===== src/rtl/termClassifierPkg.sv =====
`timescale 1ns/1ps
package termClassifierPkg;

  typedef enum logic [1:0] {
    TERM_NORMAL = 2'b00,
    TERM_HALT   = 2'b01,
    TERM_BUSERR = 2'b10,
    TERM_RETRY  = 2'b11
  } termKind_e;

  // One falling-edge snapshot of the termination inputs, active high.
  typedef struct packed {
    logic ack;
    logic berr;
    logic halt;
  } termSample_t;

  // Strobes from control to datapath.
  typedef struct packed {
    logic      clearFlag;
    logic      setFlag;
    logic      commit;
    termKind_e sel;
  } ctlStrobe_t;

endpackage


===== src/rtl/termSampler.sv =====
`timescale 1ns/1ps
module termSampler
  import termClassifierPkg::*;
#(
  parameter int ACK_WIDTH = 2
) (
  input  logic                 clk,
  input  logic                 rst,
  input  logic [ACK_WIDTH-1:0] ackN,
  input  logic                 berrN,
  input  logic                 haltN,
  output termSample_t          sampleOut
);

  // Capture on the falling edge; external logic changes on the rising edge.
  always_ff @(negedge clk) begin
    if (rst) begin
      sampleOut <= '0;
    end else begin
      sampleOut.ack  <= ~(&ackN);
      sampleOut.berr <= ~berrN;
      sampleOut.halt <= ~haltN;
    end
  end

endmodule


===== src/rtl/termControl.sv =====
`timescale 1ns/1ps
module termControl
  import termClassifierPkg::*;
#(
  parameter int GRACE_SAMPLES = 1
) (
  input  logic        clk,
  input  logic        rst,
  input  logic        cycleStart,
  input  termSample_t sampleIn,
  input  logic        haltFlag,
  output ctlStrobe_t  strobe,
  output logic        busy
);

  localparam int CNT_W = (GRACE_SAMPLES > 1) ? $clog2(GRACE_SAMPLES) : 1;
  localparam logic [CNT_W-1:0] GRACE_LAST = CNT_W'(GRACE_SAMPLES - 1);

  typedef enum logic [1:0] {
    ST_IDLE  = 2'b00,
    ST_WAIT  = 2'b01,
    ST_GRACE = 2'b10
  } ctlState_e;

  ctlState_e        state, stateNext;
  logic [CNT_W-1:0] graceCnt, graceCntNext;

  always_comb begin
    stateNext    = state;
    graceCntNext = graceCnt;
    strobe       = '0;
    strobe.sel   = TERM_NORMAL;
    unique case (state)
      ST_IDLE: begin
        if (cycleStart) begin
          strobe.clearFlag = 1'b1;
          stateNext        = ST_WAIT;
        end
      end
      ST_WAIT: begin
        if (sampleIn.berr && sampleIn.halt) begin
          strobe.commit = 1'b1;
          strobe.sel    = TERM_RETRY;
          stateNext     = ST_IDLE;
        end else if (sampleIn.berr) begin
          strobe.commit = 1'b1;
          strobe.sel    = TERM_BUSERR;
          stateNext     = ST_IDLE;
        end else begin
          strobe.setFlag = sampleIn.halt;
          if (sampleIn.ack) begin
            graceCntNext = '0;
            stateNext    = ST_GRACE;
          end
        end
      end
      ST_GRACE: begin
        if (sampleIn.berr && sampleIn.halt) begin
          strobe.commit = 1'b1;
          strobe.sel    = TERM_RETRY;
          stateNext     = ST_IDLE;
        end else if (sampleIn.berr) begin
          strobe.commit = 1'b1;
          strobe.sel    = TERM_BUSERR;
          stateNext     = ST_IDLE;
        end else if (graceCnt == GRACE_LAST) begin
          strobe.commit = 1'b1;
          strobe.sel    = haltFlag ? TERM_HALT : TERM_NORMAL;
          stateNext     = ST_IDLE;
        end else begin
          graceCntNext = graceCnt + 1'b1;
        end
      end
      default: stateNext = ST_IDLE;
    endcase
  end

  always_ff @(posedge clk) begin
    if (rst) begin
      state    <= ST_IDLE;
      graceCnt <= '0;
    end else begin
      state    <= stateNext;
      graceCnt <= graceCntNext;
    end
  end

  assign busy = (state != ST_IDLE);

  // an idle classifier stays idle until armed.
  a_r11_idle_holds: assert property (@(posedge clk) disable iff (rst)
    (state == ST_IDLE && !cycleStart) |=> (state == ST_IDLE));

  // the grace window never falls back to waiting for acknowledge.
  a_r6_grace_forward: assert property (@(posedge clk) disable iff (rst)
    (state == ST_GRACE) |=> (state != ST_WAIT));

  // without any termination sample the wait continues.
  a_r12_keep_waiting: assert property (@(posedge clk) disable iff (rst)
    (state == ST_WAIT && !sampleIn.ack && !sampleIn.berr) |=> (state == ST_WAIT));

endmodule


===== src/rtl/termDatapath.sv =====
`timescale 1ns/1ps
module termDatapath
  import termClassifierPkg::*;
(
  input  logic       clk,
  input  logic       rst,
  input  ctlStrobe_t strobe,
  output logic       haltFlag,
  output logic       doneOut,
  output termKind_e  resultOut
);

  always_ff @(posedge clk) begin
    if (rst) begin
      haltFlag  <= 1'b0;
      doneOut   <= 1'b0;
      resultOut <= TERM_NORMAL;
    end else begin
      if (strobe.clearFlag) begin
        haltFlag <= 1'b0;
      end else if (strobe.setFlag) begin
        haltFlag <= 1'b1;
      end
      doneOut <= strobe.commit;
      if (strobe.commit) begin
        resultOut <= strobe.sel;
      end
    end
  end

  // done lasts a single clock.
  a_r10_done_pulse: assert property (@(posedge clk) disable iff (rst)
    doneOut |=> !doneOut);

  // result is held between commits.
  a_r10_result_held: assert property (@(posedge clk) disable iff (rst)
    !strobe.commit |=> $stable(resultOut));

  // a retry commit shows up as retry with done.
  a_r7_retry_lands: assert property (@(posedge clk) disable iff (rst)
    (strobe.commit && strobe.sel == TERM_RETRY) |=> (doneOut && resultOut == TERM_RETRY));

endmodule


===== src/rtl/termClassifier.sv =====
`timescale 1ns/1ps
module termClassifier
  import termClassifierPkg::*;
#(
  parameter int ACK_WIDTH     = 2,
  parameter int GRACE_SAMPLES = 1
) (
  input  logic                 clk,
  input  logic                 rst,
  input  logic                 cycleStart,
  input  logic [ACK_WIDTH-1:0] ackN,
  input  logic                 berrN,
  input  logic                 haltN,
  output logic                 termDone,
  output logic [1:0]           termResult
);

  termSample_t sampleNow;
  ctlStrobe_t  strobe;
  logic        haltFlag;
  logic        busy;
  termKind_e   resultKind;

  termSampler #(.ACK_WIDTH(ACK_WIDTH)) uSampler (
    .clk      (clk),
    .rst      (rst),
    .ackN     (ackN),
    .berrN    (berrN),
    .haltN    (haltN),
    .sampleOut(sampleNow)
  );

  termControl #(.GRACE_SAMPLES(GRACE_SAMPLES)) uControl (
    .clk       (clk),
    .rst       (rst),
    .cycleStart(cycleStart),
    .sampleIn  (sampleNow),
    .haltFlag  (haltFlag),
    .strobe    (strobe),
    .busy      (busy)
  );

  termDatapath uDatapath (
    .clk      (clk),
    .rst      (rst),
    .strobe   (strobe),
    .haltFlag (haltFlag),
    .doneOut  (termDone),
    .resultOut(resultKind)
  );

  assign termResult = resultKind;

  // done only follows a clock in which a cycle was armed.
  a_r11_done_needs_arm: assert property (@(posedge clk) disable iff (rst)
    (termDone && !$past(rst)) |-> $past(busy));

endmodule


===== config.mk =====
export PLATFORM = sky130hd
export DESIGN_NAME = termClassifier
export DESIGN_NICKNAME = d
export VERILOG_FILES = /design/src/rtl/termClassifierPkg.sv /design/src/rtl/termSampler.sv /design/src/rtl/termControl.sv /design/src/rtl/termDatapath.sv /design/src/rtl/termClassifier.sv
export SDC_FILE = /design/constraint.sdc
export NUM_CORES = 1
export LEC_CHECK = 0
export BUFFER_PORTS_ARGS = -buffer_cell sky130_fd_sc_hd__buf_2
export CAP_MARGIN = 40
export CORE_AREA = 2 2 39 41
export DETAILED_ROUTE_END_ITERATION = 10
export DIE_AREA = 0 0 41 43
export GPL_ROUTABILITY_DRIVEN = 0
export PLACE_DENSITY = 0.62
export SLEW_MARGIN = 10
export SYNTH_ARGS = -nofsm -noshare
export SYNTH_HDL_FRONTEND = slang
export SYNTH_SLANG_ARGS = --single-unit

===== constraint.sdc =====
create_clock -name clk -period 2.9 [get_ports clk]
set_input_delay 0.145 -clock clk [delete_from_list [all_inputs] [get_ports clk]]
set_output_delay 0.145 -clock clk [all_outputs]
set_load 0.02 [all_outputs]

[Word level (Yosys, flattened, before mapping)]
Cells that the tools add are included.
Storage, ports and cells
  bits of input ports: 7
  bits in registers: 10
  output and inout port bits: 3
  word-level logic and storage cells: 56
Cells by class
  add/subtract/negate cells: 1
  multiplexer cells: 27
  equality and inequality tests: 10
  reductions and logical operators: 7
  bitwise operators: 3
Operators with widths (number)
  3-bit 2-to-1 mux: 5
  2-bit 2-to-1 mux: 7
  1-bit 2-to-1 mux: 12
  2-bit inequality test, second input constant: 6
  2-bit one-hot mux with 3 select lines: 1
  3-bit one-hot mux with 2 select lines: 1
  6-bit AND reduction: 1
  4-bit by 3-bit inequality test with 1-bit output, second input constant: 1
  4-bit inequality test, second input constant: 1
  1-bit inverter: 3
  3-bit AND reduction: 1
  2-bit by 1-bit == test with 1-bit output, second input constant: 1
  2-bit == test, second input constant: 1
  2-bit logical NOT: 1
  1-bit one-hot mux with 2 select lines: 1
  2-bit AND reduction: 1
  2-bit nonzero test: 1
  2-bit OR reduction: 1
  1-bit adder, second input constant: 1
  1-bit logical AND: 1

[Logic depth before layout (Yosys ltp)]
  word-level depth: 5
  gate-level depth with buffers: 5

[By module]
Synthesis repeated with hierarchy kept, for this count alone.
Unflattened totals
  cells, all modules: 44
  area, all modules: 422.9 um^2
By module, submodules not included
  termControl: area each 220.2 um^2, times used 1, cells an instance 26, seq. area each 40.0 um^2
  termDatapath: area each 122.6 um^2, times used 1, cells an instance 11, seq. area each 80.1 um^2
  termSampler: area each 80.1 um^2, times used 1, cells an instance 7, seq. area each 60.1 um^2

==> flow_summary_export.csv <==
group,metric,value,unit
yosys,synth-simple-area-share,11.38,%
finish,register_area,180.2,um^2
yosys,syn-cell-area,406.6,um^2
timing,setup_viol,0,
clock_tree,cts_resized,0,
timing,slew_headroom,85.46,%
clock_tree,cts_sinks,9,
setup_path,r2r_slack,0.31,ns
setup_path,critical_path.slowest_cell,"or3b_1",
setup_path,cp_max_fo,5,
clock_tree,cts-root-buf,"clkbuf_4",
detailed_routing,drt_iter0_drc,13,
yosys,synth_top_family_by_area,"compound AO/OA/AOI/OAI gates",
setup_path,crit_path_start_kind,"flip-flop",
clock_tree,cts_tree,"done",
pwr,p_int,0.0002113,W
setup_path,critPathArrivalTime,2.78,ns
timing,rsz0062_at_grt,"false",
yosys,synth-xor-area-share,0,%
yosys,yosysSeqAreaShare,44.31,%
yosys,syn_area_per_cell,9.457,um^2
detailed_routing,ant_nets,0,
global_route,antenna_found_initial,0,
timing,fin_skew,0.05718,ns
setup_path,worstRegToRegCells,3,
finish,area_growth,23.38,%
yosys,synth_edf_count,0,
global_route,grt_pass1_vias,297,
floorplan,initial_core_util,29.39,%
floorplan,chipHeight,43,um
finish,final_nets,70,
finish,post_route_cells_drive_above_1_share,24.56,%
clock_tree,clock_latency,0.31,ns
yosys,synthArstFlopShare,0,%
timing,tns,0,ns
pwr,cellLeakagePower,0.2387,nW
yosys,synth.distinct_cells,18,
floorplan,die_area,1763,um^2
min_path,whs_endpoint,"uDatapath.haltFlag",
clock_tree,cts_buffers,3,
yosys,ys.flop_type,"dfxtp_1",
global_route,grtUsageTotal,10.46,%
clock_tree,ctsLongestPathBuffers,2,
detailed_routing,vias_per_cell,4.822,
global_route,grt_max_degree,10,
floorplan,fp.dieW,41,um
detailed_routing,wirelength,679,um
placed_design,portBuffers,9,
pwr,p_per_area,596.5,nW/um^2
detailed_routing,vias,352,
global_route,grt_pass1_wl,1159,um
pwr,p_seq_share,46.2,%
yosys,syn_inst,43,
clock_tree,htreeDepth,1,
setup_path,cp-end-kind,"flip-flop",
floorplan,io_pins,10,
yosys,ys.warnings.count,0,
finish,diodes,0,
yosys,synthMuxAreaShare,0,%
run,maxCapViolCount,0,
setup_path,crit_type,"reg2reg",
floorplan,fp.coreArea,1384,um^2
clock_tree,clk_pin_slew,0.06,ns
finish,multiInputGateArea,207.7,um^2
setup_path,max_stage_delay,0.38,ns
pwr,clockPowerShare,35.1,%
setup_path,r2r-end,"uControl.state[0]",
setup_path,r2r-start,"uSampler.sampleOut[1]",
yosys,yosys.cell_count.top_type,"dfxtp_1",
global_route,grt_overflow,0,
yosys,netlist_top_cells_count,"9 x dfxtp_1, 5 x ha_1, 4 x a21oi_1, 4 x inv_1, 4 x nand2_1",
floorplan,rows,14,
yosys,yosys.area.top_type,"dfxtp_1",
clock_tree,hold_buffers,0,
timing,drv_slew,0,
setup_path,worst_ep_required_time,3.10,ns
setup_path,crit_buf_inv,0,
timing,worstMarginPinSlew,0.2166,ns
detailed_routing,first_pass_iters,4,
finish,fillCellCount,149,
yosys,synthAdderAreaFrac,15.38,%
clock_tree,post_cts_buffers,0,
timing,worst_hold_slack,0.08588,ns
pwr,power_frac_comb,18.8,%
pwr,p_sw,0.00008795,W
setup_path,cp_top_family,"simple AND/OR/NAND/NOR gates",
detailed_routing,wl_per_cell,9.301,um
timing,finalHoldViolCount,0,
pwr,swShare,29.39,%
yosys,synth_nets,55,
yosys,synth_compound_area_share,24.31,%
status,outcome,"complete, no violations",
yosys,synth_area_leaders,"dfxtp_1 44%, ha_1 15%, a21oi_1 4.9%",
yosys,ys_seq_elements,9,
min_path,whs_path_depth,2,
placed_design,dpl.hpwl,532.7,um
pwr,ir_drop,0.3511,mV
min_path,hold_class,"in2reg",
detailed_routing,drc,0,
setup_path,path_cells,"or3b_1 -> a21o_1 -> a21oi_2",
min_path,hold_start,"cycleStart",
yosys,netlist.area_leader.share,44.31,%
==> worst max-delay path by stage <==
stage | slack (ns) | cells after the start | end | from
finish | 0.31 | 3 | uControl.state[0] | uSampler.sampleOut[1]
global route | 0.27 | 3 | uControl.state[0] | uSampler.sampleOut[1]
CTS | 0.31 | 3 | uControl.state[0] | uSampler.sampleOut[1]
global placement | 0.39 | 3 | uControl.state[0] | uSampler.sampleOut[1]
floorplan | 0.41 | 3 | uControl.state[0] | uSampler.sampleOut[1]
detailed placement | 0.36 | 3 | uControl.state[0] | uSampler.sampleOut[1]
==> placed cells by master (no fill, tap or decap) <==
cell type / count
buf_2: 9
a21oi_1: 4
a31oi_1: 2
nand2_1: 4
o211ai_1: 1
a21o_2: 1
clkbuf_4: 3
a311oi_1: 1
nor2_1: 3
a211oi_1: 2
dfxtp_1: 9
or3b_1: 1
nand3_1: 1
nand2b_1: 1
inv_1: 6
clkinv_1: 1
ha_1: 5
o211a_1: 1
a21oi_2: 1
a21o_1: 1
==> stage by stage <==
stage	total power [W]	setup WS, ns	cells	utilization [%]	cell area [um^2]
6_report	0.0002993	0.3148	73	36.26	501.7
5_1_grt	0.0003258	0.2716	73	36.26	501.7
4_1_cts	0.0003062	0.3074	73	36.26	501.7
3_5_place_dp	0.0002056	0.3628	67	33.82	467.9
3_3_place_gp	0.0002063	0.3880	67	33.82	467.9
2_1_floorplan	0.0001914	0.4112	43	-	406.6
==> area by class of cell <==
cell class	instances	share of cell area (%)
multi-input combinational	29	41.40
sequential	9	35.91
timing repair buffer	9	8.978
clock buffer	3	4.489
inverter	3	2.244
tap	16	3.990
clock inverter	4	2.993
==> flip-flops by register name (all words and copies together) (netlist names) <==
name                 cells
uDatapath.resultOut      2
uDatapath.doneOut        1
uDatapath.haltFlag       1
uSampler.sampleOut       3
uControl.state           2
==> logic make-up (layout without fill, tap and decap cells) <==
group / after synthesis / after routing
DFF: 9 / 9
and+or+nand+nor: 10 / 10
adders and majority gates: 5 / 5
buffers and inverters: 5 / 19
AOI/OAI and AO/OA: 14 / 14
==> routing by layer <==
layer / up-vias / GRT usage [%] / wire length, um
met5: - / 0 / 0
met4: 0 / 8.000 / 19
met3: 2 / 6.283 / 56
met2: 16 / 13.44 / 265
met1: 155 / 11.97 / 337
li1: 179 / - / -
==> power groups by stage <==
| stage | Combinational (W) | Clock [W] | Sequential, W |
|---|---|---|---|
| 3_3_place_gp | 0.0000576 | 0.00000861 | 0.000140 |
| 3_5_place_dp | 0.0000564 | 0.00000861 | 0.000141 |
| 6_report | 0.0000562 | 0.000105 | 0.000138 |
| 2_1_floorplan | 0.0000411 | 0.00000861 | 0.000142 |
| 5_1_grt | 0.0000638 | 0.000123 | 0.000139 |
| 4_1_cts | 0.0000569 | 0.000111 | 0.000138 |
Power figures use the tool's default switching activity.
